$ cat src/rtl/wdt_pkg.sv
// Package wdt_pkg: shared constants for the keyed watchdog.
// Assumes a 32-bit register port with the key in the top 16 bits.
package wdt_pkg;
    localparam int unsigned DATA_W   = 32;
    localparam int unsigned KEY_W    = 16;
    localparam int unsigned CTRL_RUN = 0;
    localparam int unsigned CTRL_TRG = 1;
    localparam int unsigned ADDR_CTRL = 0;
endpackage

$ cat src/rtl/wdt_keyed_regs.sv
// Module wdt_keyed_regs: key-checked register file.
// It holds the run flag and the reload value, which is split into HALF_W-bit halves.
// The half at index g sits at word address g+1; the control word sits at address 0.
// It also produces a one-cycle trigger request that is valid in the cycle of the write.
// Assumes HALF_W <= DATA_W - KEY_W and that the bus issues whole-word writes.
module wdt_keyed_regs
    import wdt_pkg::*;
#(
    parameter int unsigned CNT_W  = 32,
    parameter int unsigned HALF_W = 16,
    parameter int unsigned ADDR_W = 2,
    parameter logic [KEY_W-1:0] KEY = 16'h9876
) (
    input  logic              clk,
    input  logic              rst_n,
    input  logic              wr_en,
    input  logic [ADDR_W-1:0] wr_addr,
    input  logic [DATA_W-1:0] wr_data,
    output logic              run,
    output logic              trig,
    output logic [CNT_W-1:0]  reload_val
);
    localparam int unsigned NHALF = CNT_W / HALF_W;

    logic key_ok;
    logic accept;
    logic [HALF_W-1:0] half_q [NHALF];

    // Key comparison on the top field of the written word.
    assign key_ok = (wr_data[DATA_W-1 -: KEY_W] == KEY);
    assign accept = wr_en && key_ok;
    // Trigger request: keyed control write with the trigger bit set.
    assign trig   = accept && (wr_addr == ADDR_W'(ADDR_CTRL)) && wr_data[CTRL_TRG];

    // Run flag: updated only by a keyed control write.
    always_ff @(posedge clk) begin
        if (!rst_n)
            run <= 1'b0;
        else if (accept && (wr_addr == ADDR_W'(ADDR_CTRL)))
            run <= wr_data[CTRL_RUN];
    end

    generate
        for (genvar g = 0; g < NHALF; g++) begin : g_half
            // Reload half g: keyed write at address g+1.
            always_ff @(posedge clk) begin
                if (!rst_n)
                    half_q[g] <= '1;
                else if (accept && (wr_addr == ADDR_W'(g + 1)))
                    half_q[g] <= wr_data[HALF_W-1:0];
            end
            assign reload_val[g*HALF_W +: HALF_W] = half_q[g];
        end
    endgenerate

    // a write without the key leaves run flag and reload value untouched
    a_r4_unkeyed_ignored: assert property (@(posedge clk) disable iff (!rst_n)
        (wr_en && !key_ok) |=> ($stable(run) && $stable(reload_val)));

    // keyed write to address 1 lands in the low half
    a_r2_low_half_load: assert property (@(posedge clk) disable iff (!rst_n)
        (accept && wr_addr == ADDR_W'(1)) |=> (reload_val[HALF_W-1:0] == $past(wr_data[HALF_W-1:0])));

    // keyed write to address 2 lands in the high half
    a_r3_high_half_load: assert property (@(posedge clk) disable iff (!rst_n)
        (accept && wr_addr == ADDR_W'(2)) |=> (reload_val[2*HALF_W-1:HALF_W] == $past(wr_data[HALF_W-1:0])));
endmodule

$ cat src/rtl/wdt_down_counter.sv
// Module wdt_down_counter: the down-counter and the sticky expiry flag.
// On a trigger it reloads and clears expiry. While running it counts down to 0
// and holds there. The expiry flag is set on the edge after a running zero is seen.
// Assumes trig is a single-cycle request.
module wdt_down_counter #(
    parameter int unsigned CNT_W = 32
) (
    input  logic             clk,
    input  logic             rst_n,
    input  logic             run,
    input  logic             trig,
    input  logic [CNT_W-1:0] reload_val,
    output logic [CNT_W-1:0] count,
    output logic             expired
);
    logic at_zero;
    assign at_zero = (count == '0);

    // Count register: reload on trigger, else step down while running.
    always_ff @(posedge clk) begin
        if (!rst_n)
            count <= '1;
        else if (trig)
            count <= reload_val;
        else if (run && !at_zero)
            count <= count - CNT_W'(1);
    end

    // Expiry flag: sticky until trigger or reset.
    always_ff @(posedge clk) begin
        if (!rst_n)
            expired <= 1'b0;
        else if (trig)
            expired <= 1'b0;
        else if (run && at_zero)
            expired <= 1'b1;
    end

    // trigger loads the reload value
    a_r5_trigger_load: assert property (@(posedge clk) disable iff (!rst_n)
        trig |=> (count == $past(reload_val)));

    // one step down per running cycle
    a_r6_count_step: assert property (@(posedge clk) disable iff (!rst_n)
        (run && !trig && count != '0) |=> (count == $past(count) - CNT_W'(1)));

    // stopped counter holds
    a_r6_hold_stopped: assert property (@(posedge clk) disable iff (!rst_n)
        (!run && !trig) |=> $stable(count));

    // expiry is sticky without a trigger
    a_r7_expiry_sticky: assert property (@(posedge clk) disable iff (!rst_n)
        (expired && !trig) |=> expired);
endmodule

$ cat src/rtl/keyed_watchdog.sv
// Module keyed_watchdog: top level of the key-protected watchdog.
// Joins the keyed register file and the counter, drives the active-low output
// and provides the combinational read mux (0 control, 1/2 reload halves, 3 count).
// Assumes a 50 MHz clock and a synchronous active-low reset.
module keyed_watchdog
    import wdt_pkg::*;
#(
    parameter int unsigned CNT_W  = 32,
    parameter int unsigned HALF_W = 16,
    parameter logic [KEY_W-1:0] KEY = 16'h9876
) (
    input  logic              clk,
    input  logic              rst_n,
    input  logic              wr_en,
    input  logic [1:0]        wr_addr,
    input  logic [DATA_W-1:0] wr_data,
    input  logic [1:0]        rd_addr,
    output logic [DATA_W-1:0] rd_data,
    output logic              wdog_n
);
    localparam int unsigned ADDR_W = 2;

    logic             run;
    logic             trig;
    logic [CNT_W-1:0] reload_val;
    logic [CNT_W-1:0] count;
    logic             expired;

    wdt_keyed_regs #(
        .CNT_W(CNT_W), .HALF_W(HALF_W), .ADDR_W(ADDR_W), .KEY(KEY)
    ) u_regs (
        .clk(clk), .rst_n(rst_n), .wr_en(wr_en), .wr_addr(wr_addr),
        .wr_data(wr_data), .run(run), .trig(trig), .reload_val(reload_val)
    );

    wdt_down_counter #(.CNT_W(CNT_W)) u_cnt (
        .clk(clk), .rst_n(rst_n), .run(run), .trig(trig),
        .reload_val(reload_val), .count(count), .expired(expired)
    );

    assign wdog_n = ~expired;

    // Read mux; key field and trigger bit always read as zero.
    always_comb begin
        rd_data = '0;
        case (rd_addr)
            2'd0:    rd_data[CTRL_RUN] = run;
            2'd1:    rd_data[HALF_W-1:0] = reload_val[HALF_W-1:0];
            2'd2:    rd_data[HALF_W-1:0] = reload_val[2*HALF_W-1:HALF_W];
            default: rd_data = DATA_W'(count);
        endcase
    end

    // running zero pulls the output low on the next edge
    a_r7_output_falls: assert property (@(posedge clk) disable iff (!rst_n)
        (run && count == '0 && !trig) |=> !wdog_n);

    // a trigger always releases the output
    a_r7_trigger_release: assert property (@(posedge clk) disable iff (!rst_n)
        trig |=> wdog_n);
endmodule

$ cat config.mk
export PLATFORM = sky130hd
export DESIGN_NAME = keyed_watchdog
export DESIGN_NICKNAME = d
export VERILOG_FILES = /design/src/rtl/wdt_pkg.sv /design/src/rtl/wdt_keyed_regs.sv /design/src/rtl/wdt_down_counter.sv /design/src/rtl/keyed_watchdog.sv
export SDC_FILE = /design/constraint.sdc
export NUM_CORES = 1
export LEC_CHECK = 0
export CAP_MARGIN = 20
export CORE_MARGIN = 10
export CORE_UTILIZATION = 25
export CTS_BUF_LIST = sky130_fd_sc_hd__clkbuf_16
export CTS_CLUSTER_DIAMETER = 30
export DETAILED_ROUTE_END_ITERATION = 10
export PLACE_DENSITY_LB_ADDON = 0.2
export SLEW_MARGIN = 20
export SYNTH_ARGS = -nofsm -noshare
export SYNTH_HDL_FRONTEND = slang
export SYNTH_HIERARCHICAL = 1
export SYNTH_SLANG_ARGS = --single-unit
$ cat constraint.sdc
create_clock -name clk -period 4.1 [get_ports clk]
set_input_delay 0.615 -clock clk [delete_from_list [all_inputs] [get_ports clk]]
set_output_delay 0.615 -clock clk [all_outputs]
set_load 0.02 [all_outputs]
==> results.toml, run 1 <==
[critical_path]
crit_type = "in -> out"
reg2reg_setup_slack_ns = 1.49
worstSetupStartpoint = "rd_addr[0]"
cp-end-kind = "output port"
reg2reg_depth = 5
cpMostUsedCell = "clkdlybuf4s50_1"
critPathMaxStageDelay_ns = 0.65
r2r_end = "u_cnt/count[5]"
crit_chain = "clkdlybuf4s50_1 > buf_4 > mux4_1 > clkdlybuf4s50_1"
cp_slowest_cell = "mux4_1"
start_kind = "primary input"
crit_required_ns = 3.48
cp_top_family = "buffers and inverters"
r2r_start = "u_cnt/count[24]"
worstPathArrival_ns = 2.65
worst-path-buf-inv = 3
crit_path_max_fanout = 21

[cts]
cts_resized = 0
cts_tree = "done"
postCtsSetupRepairBufs = 0
clk_pin_slew_ns = 0.06
h-tree-depth = 3
clock_sinks = 66
cts_hold_buf = 0
clock_latency_ns = 0.33
root_buffer = "clkbuf_16"
clockBufferDepth = 2
numCtsBuffers = 9

[sta]
finClkSkew_ns = 0.0122
fmax_mhz = 307
final_hold_viol_count = 0
worstMarginPinSlew_ns = 0.886
slew_viol_final = 0
finalCriticalPeriod_ns = 3.26
setup_violations = 0
fin_hold_ws_ns = 0.515
rsz0062_at_grt = "no"
worst_slack_ns = 0.839
tns_ns = 0
slew_headroom_pct = 40.5
fin_crit_sh_pct = 79.5

[route]
wl_met1_um = 6300
drt_pass1_iterations = 5
vias = 3750
ant_nets = 0
dr.first_iter.drc_count = 335
wl_met3_um = 1020
wl_met2_um = 5750
routed_wl_um = 13200
drc = 0
topRoutingLayerUsed = "met4"
wl_per_cell_um = 18.6
avgViaCountPerCell = 5.27

[run_status]
status = "finished, final reports clean"

[floorplanning]
die_area_um2 = 21900
die_w_um = 148
core-area_um2 = 15900
ios = 72
initial_core_util_pct = 25.7
fp-row-count = 46
dieHeight_um = 148

[synthesis]
synth-edff-count = 32
synth_cell_types = 65
syn_area_per_cell_um2 = 9.59
ys.flop_type = "dfxtp_1"
seq_area_frac_synth_pct = 40.1
synth.yosys.warnings = 6
syn_inst = 427
async_reset_ff_share_pct = 0
yosys_register_bits = 66
syn_area_um2 = 4100
syn-num-nets = 467

[min_path]
hold_class = "reg -> reg"
hold_end = "u_cnt/count[14]"
worstHoldStart = "u_regs/half_q[0][14]"
holdPathStages = 2

[placement]
dp_cells = 695
portBuffers = 71
hpwl_um = 9660
place_ws_ns = 0.740
gp_congestion = 0.842

[global_route]
antenna_found_initial = 0
grt_start_max_net_pins = 42
overflow = 0
grt_usage_pct = 12.1
grt_pass1_vias = 3798
grt_pass1_wl_um = 21300

[power_and_ir_drop]
worst_ir_drop_vdd_v = 0.000175
power_density_nw_per_um2 = 341
p_leak_nw = 1.87

[cells_and_area]
final_cell_count_no_fill = 711
fin_nets = 530
nFillCells = 1659
antenna_cells = 0
finish.utilization_pct = 33.7
drive_gt1_share_pct = 11.5
area_delta_synth_final_pct = 31.0

[job]
cap_violations = 0
==> report_power, final <==
| group | leakage [nW] | switching [W] | internal [W] |
|---|---|---|---|
| Combinational | 1.10 | 0.0000924 | 0.000107 |
| Clock | 0.170 | 0.000309 | 0.000599 |
| Sequential | 0.598 | 0.0000137 | 0.000707 |
| Total | 1.87 | 0.000415 | 0.00141 |
==> cells in the mapped netlist (2+ instances only) <==
cell / n / area, um^2
dfxtp_1: 34 / 681
o211ai_1: 10 / 75.1
or4_1: 6 / 45.0
and3_1: 19 / 119
a211oi_1: 4 / 30.0
nand2_1: 22 / 82.6
mux2i_1: 3 / 30.0
a22o_1: 15 / 131
o2111ai_1: 5 / 43.8
nor3b_1: 6 / 45.0
nor4b_1: 3 / 26.3
o211a_1: 2 / 20.0
nand4_1: 5 / 31.3
and2_1: 3 / 18.8
and4_1: 3 / 26.3
nand3b_1: 7 / 52.6
edfxtp_1: 32 / 961
clkbuf_1: 20 / 75.1
nor4_4: 2 / 42.5
a31oi_1: 7 / 43.8
o311a_1: 6 / 60.1
buf_2: 5 / 25.0
o21ai_0: 4 / 20.0
or2b_1: 5 / 37.5
or3_1: 3 / 18.8
nand2b_1: 29 / 181
nor3_1: 11 / 55.1
nor3_2: 2 / 20.0
buf_6: 2 / 22.5
nand4b_1: 3 / 26.3
nand3_1: 23 / 115
a21oi_1: 4 / 20.0
mux2_4: 13 / 195
nor2_1: 37 / 139
inv_1: 14 / 52.6
a311oi_1: 13 / 114
nor4_1: 14 / 87.6
xnor2_1: 3 / 26.3
mux2_2: 2 / 22.5
==> tightest hold or removal path, stage by stage, from the launching register on <==
cell	delay, ns
edfxtp_1	0.35
nand2_1	0.06
o211ai_1	0.07
==> cell type report <==
type	count	area (um^2)	area share [%]
tap	216	270	5.04
inverter	15	56.3	1.05
timing repair buffer	80	786	14.6
sequential	66	1640	30.6
multi-input combinational	318	2260	42.1
clock inverter	7	125	2.33
clock buffer	9	225	4.20
==> how the worst max path moves through the flow <==
stage | to | slack, ns | cells after the start
4_1_cts | rd_data[0] | 0.82 | 4
3_3_place_gp | u_cnt/count[13] | 0.79 | 10
3_5_place_dp | u_cnt/count[10] | 0.74 | 9
5_1_grt | u_cnt/count[10] | 0.76 | 10
2_1_floorplan | u_cnt/count[19] | 0.99 | 9
6_report | rd_data[0] | 0.84 | 4
==> per-layer routing <==
| layer | GRT usage (%) | up-vias |
|---|---|---|
| met5 | 0 | - |
| met4 | 3.57 | 0 |
| met3 | 3.82 | 11 |
| met2 | 17.7 | 153 |
| met1 | 16.4 | 1808 |
| li1 | - | 1778 |
==> cell families after synthesis <==
family / after synthesis / synth area share, %
AO/OA/AOI/OAI: 80 / 16.0
flip-flops: 66 / 40.1
AND/OR/NAND/NOR: 214 / 31.2
buffers and inverters: 43 / 4.86
XOR/XNOR: 4 / 0.856
multiplexers: 19 / 6.69
adder cells (fa/ha/maj): 1 / 0.305
==> state kept, by name, indices dropped and copies added, names as in the netlist <==
signal	cells
u_cnt/count	32
u_regs/half_q	32
u_cnt/expired	1
u_regs/run	1
==> stage by stage <==
| step | area, um^2 | total power, W |
|---|---|---|
| floorplan | 4100 | 0.000829 |
| global placement | 5010 | 0.000934 |
| detailed placement | 5010 | 0.000937 |
| CTS | 5370 | 0.00185 |
| global route | 5370 | 0.00190 |
| finish | 5370 | 0.00183 |
==> cell usage in the layout, fill, tap and decap left out, drive strengths merged, types with 4 or more instances in the layout <==
cell	synthesis	routed
clkbuf	20	9
a21oi	4	4
dfxtp	34	34
or3	5	5
o211ai	10	10
or4	6	6
nand4	5	5
mux2	15	15
or2b	5	5
o311a	7	7
nor3	13	13
nand2	22	22
edfxtp	32	32
a22o	15	15
nand3	24	24
o21ai	4	4
nor3b	6	6
nor4	17	17
clkinv	1	4
and3	21	21
clkdlybuf4s50	0	70
nand3b	7	7
buf	8	10
a211oi	4	4
a31oi	7	7
a311oi	13	13
nor2	37	37
o2111ai	5	5
nand2b	29	29
inv	14	15
Note: power is estimated with default switching activity, not from simulation.
==> run 2, diff against run 1 <==
==> constraint.sdc (replaced) <==
create_clock -name clk -period 3.3 [get_ports clk]
set_input_delay 0.495 -clock clk [delete_from_list [all_inputs] [get_ports clk]]
set_output_delay 0.495 -clock clk [all_outputs]
set_load 0.02 [all_outputs]
==> run 2 against run 1 <==
  * Wire length about the same
  * Largest power group unchanged
  * Clock power increased by 26%
  * Total power up 25%
  * Die area unchanged
==> results.toml, run 2 (same netlist as run 1, synthesis figures left out) <==
[cells_and_area]
drive_gt1_share_pct = 13.3
reg.largest.list = "u_cnt/count: 32 flops, u_regs/half_q: 32 flops"
area_delta_synth_final_pct = 33.2
layout_commonest_cell = "clkdlybuf4s50_1"
antenna_cells = 0
most-common-layout-cells = "clkdlybuf4s50_1 (70), nor2_1 (37), dfxtp_1 (34)"
fin_nets = 540
post-route-cell-area_um2 = 5450
final_cell_count_no_fill = 721

[global_route]
grt_start_max_net_pins = 64
grt_pass1_vias = 3838
antenna_found_initial = 0
overflow = 0
grt_pass1_wl_um = 21500
grt_usage_pct = 12.2

[floorplanning]
core-area_um2 = 15900
initial_core_util_pct = 25.7
fp-row-count = 46
ios = 72
die_w_um = 148
die_area_um2 = 21900
dieHeight_um = 148

[sta]
rsz0062_at_grt = "no"
finClkSkew_ns = 0.0102
worstMarginPinSlew_ns = 0.778
fin_crit_sh_pct = 88.4
slew_viol_final = 0
final_hold_viol_count = 0
setup_violations = 0
tns_ns = 0
finalCriticalPeriod_ns = 2.92
slew_headroom_pct = 47.6
fmax_mhz = 343

[min_path]
holdPathStages = 2
hold_end = "u_regs/run"
hold_class = "reg -> reg"
worstHoldStart = "u_regs/run"

[critical_path]
worstPathArrival_ns = 2.42
crit_required_ns = 2.80
reg2reg_setup_slack_ns = 0.79
critPathMaxStageDelay_ns = 0.63
cp_slowest_cell = "mux4_1"
worstSetupStartpoint = "rd_addr[0]"
start_kind = "primary input"
r2r_start = "u_cnt/count[24]"
crit_type = "in -> out"
crit_path_max_fanout = 21
reg2reg_depth = 4
crit_chain = "clkdlybuf4s50_1 > buf_12 > mux4_1 > clkdlybuf4s50_1"
r2r_end = "u_cnt/count[6]"
cp-end-kind = "output port"
cpMostUsedCell = "clkdlybuf4s50_1"

[cts]
h-tree-depth = 3
cts_tree = "done"
clockBufferDepth = 2
cts_hold_buf = 0
numCtsBuffers = 9
clock_sinks = 66
postCtsSetupRepairBufs = 0
clock_latency_ns = 0.34
root_buffer = "clkbuf_16"
cts_resized = 0
clk_pin_slew_ns = 0.05

[route]
wl_per_cell_um = 18.3
avgViaCountPerCell = 5.15
drc = 0
vias = 3711
ant_nets = 0
drt_pass1_iterations = 5
dr.first_iter.drc_count = 325
routed_wl_um = 13200

[placement]
place_area_um2 = 5100
dp_cells = 705
portBuffers = 71
gp_congestion = 0.836
hpwl_um = 9940

[power_and_ir_drop]
worst_ir_drop_vdd_v = 0.000222
power_density_nw_per_um2 = 420
p_leak_nw = 1.92
finalPower_w = 0.00229

[job]
cap_violations = 0

[run_status]
status = "finished, final reports clean"
[run 2: changes by cell type in the layout (fill, tap and decap cells not counted)]
cell      previous run  this run
buf_4                8        17
buf_12               1         2
clkinv_4             3         2
inv_6                1         2
[run 2: power by group]
group | internal [W] | switching, W
Sequential | 0.000878 | 0.0000174
Clock | 0.000746 | 0.000396
Combinational | 0.000136 | 0.000115
[run 2: stage by stage]
stage / setup slack (ns) / utilization [%] / hold slack, ns
after floorplan: 0.310 / - / 0.437
after global placement: 0.221 / 32.0 / 0.456
after detailed placement: 0.154 / 32.0 / 0.454
after CTS: 0.374 / 34.2 / 0.468
after global routing: 0.348 / 34.2 / 0.496
final: 0.384 / 34.2 / 0.467
[run 2: final cells by class]
type / instances / area (um^2)
Tap cell: 216 / 270
Sequential cell: 66 / 1640
Inverter: 15 / 56.3
Multi-Input combinational cell: 318 / 2260
Clock inverter: 7 / 125
Fill cell: 1645 / 10500
Timing Repair Buffer: 90 / 873
Clock buffer: 9 / 225
[run 2: worst max path at each step]
stage	end	slack, ns	depth (start not counted)
final	rd_data[0]	0.38	4
after global routing	rd_data[15]	0.35	5
after CTS	rd_data[0]	0.37	4
after detailed placement	u_cnt/count[10]	0.15	9
after global placement	u_cnt/count[19]	0.22	11
after floorplan	u_cnt/count[19]	0.31	9
[run 2: layer usage]
metal | vias up | GRT usage [%] | share of wire (%)
li1 | 1794 | - | -
met1 | 1772 | 16.4 | 47
met2 | 125 | 17.8 | 43
met3 | 20 | 4.06 | 7.9
met4 | 0 | 4.01 | 1.9
met5 | - | 0 | 0
[run 2: critical path, delay by kind of cell]
| kind | cells | cell delay [ns] |
|---|---|---|
| buffers and inverters | 3 | 1.27 |
| multiplexers | 1 | 0.63 |
